<file path="config.mk">
export PLATFORM = sky130hd
export DESIGN_NAME = seq_timer_bank
export DESIGN_NICKNAME = d
export VERILOG_FILES = /design/src/rtl/seq_timer_pkg.sv /design/src/rtl/seq_prescaler.sv /design/src/rtl/seq_interval_lut.sv /design/src/rtl/seq_timer_unit.sv /design/src/rtl/seq_timer_bank.sv
export SDC_FILE = /design/constraint.sdc
export NUM_CORES = 1
export LEC_CHECK = 0
export BUFFER_PORTS_ARGS = -buffer_cell sky130_fd_sc_hd__buf_2
export CAP_MARGIN = 20
export CORE_ASPECT_RATIO = 2
export CORE_MARGIN = 5
export CORE_UTILIZATION = 30
export DETAILED_ROUTE_END_ITERATION = 10
export SYNTH_ARGS = -nofsm -noshare
export SYNTH_HDL_FRONTEND = slang
export SYNTH_SLANG_ARGS = --single-unit
</file>
<file path="constraint.sdc">
create_clock -name clk_i -period 7.9 [get_ports clk_i]
set_clock_uncertainty 0.05 [all_clocks]
set_input_delay 1.185 -clock clk_i [delete_from_list [all_inputs] [get_ports clk_i]]
set_output_delay 1.185 -clock clk_i [all_outputs]
set_load 0.02 [all_outputs]
</file>
<file path="src/rtl/seq_timer_pkg.sv">
package seq_timer_pkg;
  localparam int MANT_W = 3;
  localparam int EXP_W  = 4;
  localparam int CODE_W = MANT_W + EXP_W;
  localparam int TICK_W = 16;
  localparam int FULL_W = TICK_W + MANT_W;

  // ((1.mant) << exp) >> MANT_W : roughly geometric interval spacing
  function automatic logic [TICK_W-1:0] interval_ticks(input logic [CODE_W-1:0] code);
    logic [FULL_W-1:0] full;
    full = FULL_W'({1'b1, code[MANT_W-1:0]}) << code[CODE_W-1:MANT_W];
    return full[FULL_W-1:MANT_W];
  endfunction
endpackage

</file>
<file path="src/rtl/seq_prescaler.sv">
module seq_prescaler #(
  parameter int PRESCALE = 32
) (
  input  logic clk_i,
  input  logic rst_ni,
  output logic tick_o
);
  localparam int PS_W = (PRESCALE > 2) ? $clog2(PRESCALE) : 1;
  localparam logic [PS_W-1:0] LAST = PS_W'(PRESCALE - 1);

  logic [PS_W-1:0] cnt_q;

  always_ff @(posedge clk_i or negedge rst_ni) begin
    if (!rst_ni)            cnt_q <= '0;
    else if (cnt_q == LAST) cnt_q <= '0;
    else                    cnt_q <= cnt_q + 1'b1;
  end

  assign tick_o = rst_ni && (cnt_q == LAST);
endmodule

</file>
<file path="src/rtl/seq_interval_lut.sv">
module seq_interval_lut
  import seq_timer_pkg::*;
(
  input  logic [CODE_W-1:0] code_i,
  output logic [TICK_W-1:0] ticks_o
);
  always_comb ticks_o = interval_ticks(code_i);
endmodule

</file>
<file path="src/rtl/seq_timer_unit.sv">
module seq_timer_unit
  import seq_timer_pkg::*;
(
  input  logic              clk_i,
  input  logic              rst_ni,
  input  logic              tick_i,
  input  logic              start_i,
  input  logic [CODE_W-1:0] code_i,
  output logic              done_o
);
  logic [TICK_W-1:0] target;
  logic [TICK_W-1:0] cnt_q;
  logic [TICK_W:0]   cnt_nxt;
  logic              start_q;
  logic              done_q;
  logic              start_rise;

  seq_interval_lut u_lut (
    .code_i  (code_i),
    .ticks_o (target)
  );

  assign start_rise = start_i && !start_q;
  assign cnt_nxt    = {1'b0, cnt_q} + 1'b1;

  always_ff @(posedge clk_i or negedge rst_ni) begin
    if (!rst_ni) start_q <= 1'b0;
    else         start_q <= start_i;
  end

  always_ff @(posedge clk_i or negedge rst_ni) begin
    if (!rst_ni) begin
      cnt_q  <= '0;
      done_q <= 1'b0;
    end else if (!start_i || start_rise) begin
      cnt_q  <= '0;
      done_q <= 1'b0;
    end else if (tick_i && !done_q) begin
      cnt_q <= cnt_nxt[TICK_W-1:0];
      // >= keeps a code change mid-run from overrunning
      if (cnt_nxt >= {1'b0, target}) done_q <= 1'b1;
    end
  end

  assign done_o = done_q;
endmodule

</file>
<file path="src/rtl/seq_timer_bank.sv">
module seq_timer_bank
  import seq_timer_pkg::*;
#(
  parameter int N_TIMERS = 4,
  parameter int PRESCALE = 32
) (
  input  logic                       clk_i,
  input  logic                       rst_ni,
  input  logic                       tick_out_en_i,
  input  logic [N_TIMERS-1:0]        start_i,
  input  logic [N_TIMERS*CODE_W-1:0] code_i,
  output logic                       tick_o,
  output logic [N_TIMERS-1:0]        done_o
);
  logic tick;

  seq_prescaler #(.PRESCALE(PRESCALE)) u_prescaler (
    .clk_i  (clk_i),
    .rst_ni (rst_ni),
    .tick_o (tick)
  );

  for (genvar i = 0; i < N_TIMERS; i++) begin : g_timer
    seq_timer_unit u_timer (
      .clk_i   (clk_i),
      .rst_ni  (rst_ni),
      .tick_i  (tick),
      .start_i (start_i[i]),
      .code_i  (code_i[i*CODE_W +: CODE_W]),
      .done_o  (done_o[i])
    );
  end

  assign tick_o = tick && tick_out_en_i;
endmodule

</file>
== After elaboration in Yosys (flattened, before gate mapping) ==
Cells that the tools add are included.

* Input port bits: 35
* Logic and storage cells: 86
* Output and inout bits: 5
* Register bits after elaboration: 77

* Shifts and indexed selects: 4
* Mux-type cells: 21
* Order comparisons: 4
* Add/subtract/negate cells: 5
* Reductions and logical operators: 38
* Equality and inequality tests: 1

{| class="wikitable"
|+ Operators with widths
! cell !! count
|-
| $mux 16 || 8
|-
| $shl 4x4->19 || 4
|-
| $add 16x1->17 const B || 4
|-
| $ge 17x16->1 || 4
|-
| $reduce_bool 2->1 || 8
|-
| $logic_not 1->1 || 12
|-
| $mux 1 || 12
|-
| $logic_and 1x1->1 || 10
|-
| $reduce_and 2->1 || 4
|-
| $add 5x1->5 const B || 1
|-
| $eq 5x5->1 const B || 1
|-
| $mux 5 || 1
|-
| $logic_or 1x1->1 || 4
|}

== Logic depth before layout (Yosys ltp) ==
Gate-level depths: netlist of the first run.

* Depth after elaboration: 5
* Depth in mapped cells: 13
* Mapped depth without buffers: 13

== Cells and area by module ==
A second synthesis of the first run with hierarchy kept.

* Cells, all modules: 897
* Area total of the unflattened synthesis: 7,372.1 um^2

{| class="wikitable"
|+ By module, submodules not included
! module !! cells each !! instances !! area an instance (um^2) !! sequential area each (um^2)
|-
| seq_timer_unit at g_timer[0].u_timer ... || 172 || 3 || 1,505.2 || 450.4
|-
| seq_timer_unit at g_timer[1].u_timer || 176 || 1 || 1,478.9 || 450.4
|-
| seq_interval_lut || 47 || 4 || 289.0 || 0.0
|-
| seq_prescaler || 16 || 1 || 215.2 || 125.1
|-
| seq_timer_bank || 1 || 1 || 6.3 || 0.0
|}

== Worst setup path after synthesis of the first run ==
OpenSTA, ideal clock, no wires.

* Kind: in2reg
* Start: in code_i[17]
* End: reg g_timer[2].u_timer.done_q
* Required time: 7.719 ns
* Library setup time: 0.131 ns
* Path slack: 4.460 ns
* Buffers on the path: 1
* Stages: 11
* Data arrival time: 3.259 ns
* Cell sequence: clkbuf_1 -> mux2i_1 -> a21oi_1 -> nor3b_1 -> ha_1 -> nand2b_1 -> a21oi_1 -> nor2b_1 -> o41ai_1 -> a2111oi_0 -> or3_1

* Longest elaborated chain between the ends: 4

{| class="wikitable"
|+ RTL lines
! item !! RTL line !! RTL
|-
| start, declared || seq_timer_bank.sv:11 || <nowiki>input logic [N_TIMERS*CODE_W-1:0] code_i,</nowiki>
|-
| $shl 4x4->19 || seq_timer_pkg.sv:11 || <nowiki>full = FULL_W'({1'b1, code[MANT_W-1:0]}) << code[CODE_W-1:MANT_W];</nowiki>
|-
| $ge 17x16->1 || seq_timer_unit.sv:41 || <nowiki>if (cnt_nxt >= {1'b0, target}) done_q <= 1'b1;</nowiki>
|-
| $reduce_bool 2->1 (no line) || -- ||
|-
| $reduce_and 2->1 (no line) || -- ||
|-
| end signal, assigned || seq_timer_unit.sv:34 || <nowiki>done_q <= 1'b0;</nowiki>
|-
| end signal, assigned || seq_timer_unit.sv:37 || <nowiki>done_q <= 1'b0;</nowiki>
|-
| end signal, assigned || seq_timer_unit.sv:41 ||
|-
| end, declared || seq_timer_unit.sv:15 || <nowiki>logic done_q;</nowiki>
|}

Every way passes these cells.
A chain may end at the register's enable or synchronous reset.

== Worst setup path in the final report of the first run ==
Ends and elaborated chain as after synthesis.

==> impl_metrics.json, run 1 <==
{
  "rsz0062_at_grt": "no",
  "grt_pass1_wl_um": 26900,
  "port_buffers": 39,
  "cp-start-kind": "input port",
  "syn_nets": 914,
  "async_flop_share": 1.00,
  "synth_edf_count": 0,
  "vias": 5655,
  "gr-total-overflow": 0,
  "seq_area_um2": 1930,
  "num_rows": 77,
  "tightest_slew_ps": 669,
  "cap_violations": 0,
  "fill_cells": 2311,
  "hold_viol_final": 0,
  "dieArea_um2": 25500,
  "worst_slack_ps": 4560,
  "first_iter_violations": 177,
  "nNetsFinal": 930,
  "wl_um": 15900,
  "antenna_found_initial": 0,
  "grt_max_degree": 43,
  "clock-root-buffer": "clkbuf_16",
  "end_kind": "flip-flop",
  "multi_input_area_um2": 4550,
  "tritoncts": "done",
  "peakVddDrop_mv": 0.111,
  "grt_usage": 0.130,
  "synth_flop_cell": "dfrtp_1",
  "fin_crit_ps": 3340,
  "max_slew_margin": 0.553,
  "initial_core_util": 0.303,
  "reg2reg_depth": 10,
  "clk_pin_slew_worst_paths_ps": 60,
  "worstPathMaxFanout": 9,
  "drc": 0,
  "dr.pass1.iters": 4,
  "die_x_um": 116,
  "synth_area_um2": 6680,
  "setup_viol": 0,
  "num_io_pins": 40,
  "post-cts-setup-buffers": 0,
  "synth_cells": 809,
  "power.total_w": 0.000866,
  "viasPerCell": 5.12,
  "ant_nets": 0,
  "fin_tns_setup_ps": 0,
  "critPathRequiredTime_ps": 8060,
  "clockBufferDepth": 2,
  "timing.setup.critical_path_class": "in -> reg",
  "avgSynthCellArea_um2": 8.26,
  "antenna-diode-count": 0,
  "ctsHoldBuffers": 0,
  "p_leak_nw": 3.07,
  "final_max_slew_viol_count": 0,
  "timing.final.crit_share": 0.423,
  "drive_gt1_frac": 0.101,
  "wl_per_cell_um": 14.4,
  "pre_cts_slack_ps": 4190,
  "max_freq_mhz": 299,
  "synth.distinct_cells": 56,
  "synth.ff_latch_count": 77,
  "gp_congestion": 0.865,
  "cts.sinks": 77,
  "dieHeight_um": 221,
  "synth_warnings": 0,
  "dpl.hpwl_um": 12700,
  "powerDensity_nw_per_um2": 118,
  "clock_latency_ps": 340,
  "seq_area_frac_synth": 0.288,
  "numCtsBuffers": 9,
  "syn_to_final_growth_pct": 9.49,
  "core_area_um2": 22100,
  "grt_pass1_vias": 5729,
  "status": "complete, no violations",
  "h-tree-depth": 3,
  "crit_arrival_ps": 3500,
  "hold_depth": 1,
  "ctsResizeCount": 0,
  "hp-class": "reg -> reg"
}
sequential cells by signal (all words and copies together) (netlist names):
register / flops
g_timer.u_timer.done_o: 4
u_prescaler.cnt_q: 5
g_timer.u_timer.cnt_q: 64
g_timer.u_timer.start_q: 4
worst max-delay path: stages:
cell and delay, ps:
buf_2 160, nand2b_1 160, nor2_1 50, a21oi_1 280
nor3b_1 250, ha_1 260, nand2b_1 130, a21oi_1 140
nor2b_1 60, o41ai_1 280, a2111oi_0 150, or3_1 380
layout by cell type (no fill, tap or decap), drive strengths merged, types with 9 or more instances in the layout:
cell | netlist | routed
nand2 | 106 | 106
or3 | 21 | 21
nor3 | 16 | 16
dfrtp | 77 | 77
ha | 70 | 70
nor2 | 116 | 116
xnor2 | 59 | 59
nand4 | 23 | 23
inv | 11 | 11
clkbuf | 25 | 12
o211ai | 9 | 9
nand3 | 41 | 41
xor2 | 41 | 41
o21ai | 39 | 39
buf | 10 | 40
a21oi | 49 | 49
nand2b | 13 | 13
cells in the mapped netlist (all sizes together) (21+ instances only):
master  instances  area (um2)
xor2           41         359
o21ai          39         195
nand2         106         403
a21oi          49         245
dfrtp          77        1930
nand4          23         156
ha             70         876
nor2          116         460
clkbuf         25        96.3
or3            21         131
xnor2          59         517
nand3          41         258
area by class of cell:
cell class | count | share of cell area
clock buffers | 12 | 0.0323
clock inverters | 2 | 0.00171
inverters | 11 | 0.00564
multi-input cells | 686 | 0.622
flip-flops and latches | 77 | 0.263
well taps | 276 | 0.0472
repair buffers | 40 | 0.0280
logic make-up after synthesis:
family                     synth area share
adders and majority gates             0.131
AOI/OAI and AO/OA                     0.122
and+or+nand+nor                       0.284
xor gates and xnor gates              0.131
DFF                                   0.288
muxes                                0.0120
buffers and inverters                0.0309
path summary, 6_finish.rpt:
check	startpoint	end	slack [ps]
setup / recovery	code_i[17]	g_timer[2].u_timer.done_o	4560
hold / removal	u_prescaler.cnt_q[0]	u_prescaler.cnt_q[0]	410
setup reg to reg	g_timer[2].u_timer.cnt_q[0]	g_timer[2].u_timer.done_o	4810
max in group asynchronous	rst_ni	g_timer[3].u_timer.cnt_q[15]	6100
min in group asynchronous	rst_ni	g_timer[1].u_timer.cnt_q[5]	790
hold reg to reg	u_prescaler.cnt_q[0]	u_prescaler.cnt_q[0]	410
routing by layer:
metal / vias up / wire length (um) / global-route usage
li1: 2867 / - / -
met1: 2673 / 5910 / 0.130
met2: 81 / 9000 / 0.250
met3: 34 / 308 / 0.0150
met4: 0 / 704 / 0.0701
met5: - / 0 / 0
stage by stage:
step,cells,util,hold WS (ps),area (um2)
2_1_floorplan,809,-,383,6680
3_5_place_dp,1090,0.320,413,7070
5_1_grt,1104,0.332,430,7320
4_1_cts,1104,0.332,421,7320
6_report,1104,0.332,414,7320
3_3_place_gp,1090,0.320,399,7070
power by group:
group	internal (W)	total [W]	switching (W)	leakage, nW
registers	0.000395	0.000396	0.000000242	1.06
clock network	0.000209	0.000368	0.000159	0.119
logic	0.0000349	0.000103	0.0000676	1.90
Note: power is estimated with default switching activity, not from simulation.
==> run 2, diff against run 1 <==
--- a/config.mk
+++ b/config.mk
@@ -5,6 +5,7 @@
 export SDC_FILE = /design/constraint.sdc
 export NUM_CORES = 1
 export LEC_CHECK = 0
+export ABC_AREA = 1
 export BUFFER_PORTS_ARGS = -buffer_cell sky130_fd_sc_hd__buf_2
 export CAP_MARGIN = 20
 export CORE_ASPECT_RATIO = 2
==> constraint.sdc (replaced) <==
create_clock -name clk_i -period 3.3 [get_ports clk_i]
set_clock_uncertainty 0.05 [all_clocks]
set_input_delay 0.495 -clock clk_i [delete_from_list [all_inputs] [get_ports clk_i]]
set_output_delay 0.495 -clock clk_i [all_outputs]
set_load 0.02 [all_outputs]
==> impl_metrics.json, run 2 <==
{
  "status": "complete, no violations",
  "syn_nets": 1133,
  "final_cell_area_um2": 7680,
  "h-tree-depth": 3,
  "initial_core_util": 0.304,
  "syn_to_final_growth_pct": 11.7,
  "top_regs": "g_timer.u_timer.cnt_q (64), u_prescaler.cnt_q (5)",
  "crit_arrival_ps": 2980,
  "seq_area_frac_synth": 0.280,
  "fin_tns_setup_ps": 0,
  "dr.pass1.iters": 4,
  "ant_nets": 0,
  "final_max_slew_viol_count": 0,
  "async_flop_share": 1.00,
  "hold_viol_final": 0,
  "timing.setup.critical_path_class": "reg -> reg",
  "fin_crit_ps": 2740,
  "port_buffers": 39,
  "dieHeight_um": 224,
  "clk_pin_slew_worst_paths_ps": 60,
  "layout_common_cells": "nand2_1, inv_1, nor2_1",
  "tritoncts": "done",
  "placed_cell_area_um2": 7340,
  "synth_cells": 1028,
  "die_x_um": 117,
  "end_kind": "flip-flop",
  "clockBufferDepth": 2,
  "dieArea_um2": 26200,
  "wl_per_cell_um": 13.7,
  "power.total_w": 0.00240,
  "wl_um": 18300,
  "timing.final.crit_share": 0.830,
  "num_io_pins": 40,
  "synth.distinct_cells": 39,
  "setup_viol": 0,
  "synth_area_um2": 6870,
  "synth.ff_latch_count": 77,
  "worstPathMaxFanout": 4,
  "dpl.cell_count": 1327,
  "post-cts-setup-buffers": 0,
  "avgSynthCellArea_um2": 6.69,
  "antenna_found_initial": 0,
  "critPathRequiredTime_ps": 3540,
  "synth_edf_count": 0,
  "peakVddDrop_mv": 0.251,
  "synth_top_area_frac": 0.280,
  "netlist_top_cells_area": "dfrtp_1, nand2_1, ha_1",
  "grt_pass1_vias": 6694,
  "tightest_slew_ps": 707,
  "cp_slowest_stage_delay_ps": 440,
  "cp_slowest_cell": "nor4_2",
  "max_freq_mhz": 365,
  "powerDensity_nw_per_um2": 313,
  "grt_pass1_wl_um": 29800,
  "antenna-diode-count": 0,
  "synthTopCellsByCount": "nand2_1, inv_1, nor2_1, dfrtp_1, o21ai_0",
  "gr-total-overflow": 0,
  "cp-start-kind": "flip-flop",
  "clock_latency_ps": 350,
  "top_register": "g_timer.u_timer.cnt_q",
  "grt_max_degree": 54,
  "clock-root-buffer": "clkbuf_16",
  "synth_flop_cell": "dfrtp_1",
  "whs_ps": 147,
  "core_area_um2": 22600,
  "largest_reg_flops": 64,
  "fin_cells": 1343,
  "first_iter_violations": 197,
  "synth_warnings": 0,
  "synth.most_common_cell": "nand2_1",
  "rsz0062_at_grt": "no",
  "cts.sinks": 77,
  "viasPerCell": 4.88,
  "nNetsFinal": 1163,
  "cp_common_cell": "nand2_1",
  "cap_violations": 0,
  "hp-class": "in -> async",
  "grt_usage": 0.143,
  "p_leak_nw": 4.08,
  "vias": 6560,
  "final_common_cell": "nand2_1",
  "numCtsBuffers": 9,
  "drc": 0,
  "drive_gt1_frac": 0.0800,
  "num_rows": 78,
  "gp_congestion": 0.884,
  "max_slew_margin": 0.528,
  "dpl.hpwl_um": 15100,
  "ctsHoldBuffers": 0,
  "yosys.area.top_type": "dfrtp_1",
  "crit_chain": "inv_2 > nor4_2 > nand2_1 > xor2_1 > inv_1 > ha_1 > nand2_1 > nor2_1 > nand3b_1 > nand3_1 > nand2_1 > nand2_1 > nand2_1 > nand2_1 > nand2_1 > nand2_1",
  "ctsResizeCount": 0
}
[run 2: stage by stage]
stage | util | setup WS [ps]
after global routing | 0.339 | 275
after floorplan | - | 915
final | 0.339 | 560
after detailed placement | 0.324 | 487
after global placement | 0.324 | 503
after CTS | 0.339 | 539
[run 2: per-layer routing]
| layer | global-route usage | routed length, um | up-vias |
|---|---|---|---|
| met4 | 0.0852 | 931 | 0 |
| met1 | 0.130 | 6600 | 3009 |
| met5 | 0 | 0 | - |
| met3 | 0.0154 | 411 | 58 |
| met2 | 0.285 | 10400 | 115 |
| li1 | - | - | 3378 |
[run 2: kinds of logic (layout without fill, tap and decap cells)]
logic type                 Yosys count  after routing  synth area share
AOI/OAI and AO/OA                  147            147             0.117
xor gates and xnor gates            29             29            0.0369
adders and majority gates           70             70             0.127
buffers and inverters              196            231             0.111
DFF                                 77             77             0.280
muxes                                4              4           0.00582
and+or+nand+nor                    505            505             0.322
[run 2: critical path, delay by kind of cell, from the launching register on]
family                     cells  cell delay [ps]
adders and majority gates      1              280
and+or+nand+nor               12             1520
xor gates and xnor gates       1              260
buffers and inverters          2              170
DFF                            1              390
[run 2: final cells by class]
cell class,count,area [um2]
Fill cell,2471,15000
Inverter,172,646
Sequential cell,77,1930
Multi-Input combinational cell,755,4190
Timing Repair Buffer,43,228
Tap cell,280,350
Clock buffer,10,229
Clock inverter,6,111
[run 2: final timing paths]
check                                             from                           end  slack, ps  cells past startpoint
max                        g_timer[2].u_timer.cnt_q[4]     g_timer[2].u_timer.done_o        560                     16
min                                             rst_ni   g_timer[0].u_timer.cnt_q[6]        150                      2
max reg2reg                g_timer[2].u_timer.cnt_q[4]     g_timer[2].u_timer.done_o        560                     16
min reg2reg                       u_prescaler.cnt_q[0]          u_prescaler.cnt_q[0]        420                      1
max in group asynchronous                       rst_ni  g_timer[1].u_timer.cnt_q[15]       2020                      3
min in group clk_i                          start_i[3]    g_timer[3].u_timer.start_q        220                      1
[run 2: power breakdown]
group	internal [W]	switching, W	leakage, nW
logic	0.0000914	0.000208	2.86
clock network	0.000739	0.000413	0.163
registers	0.000947	0.00000165	1.06
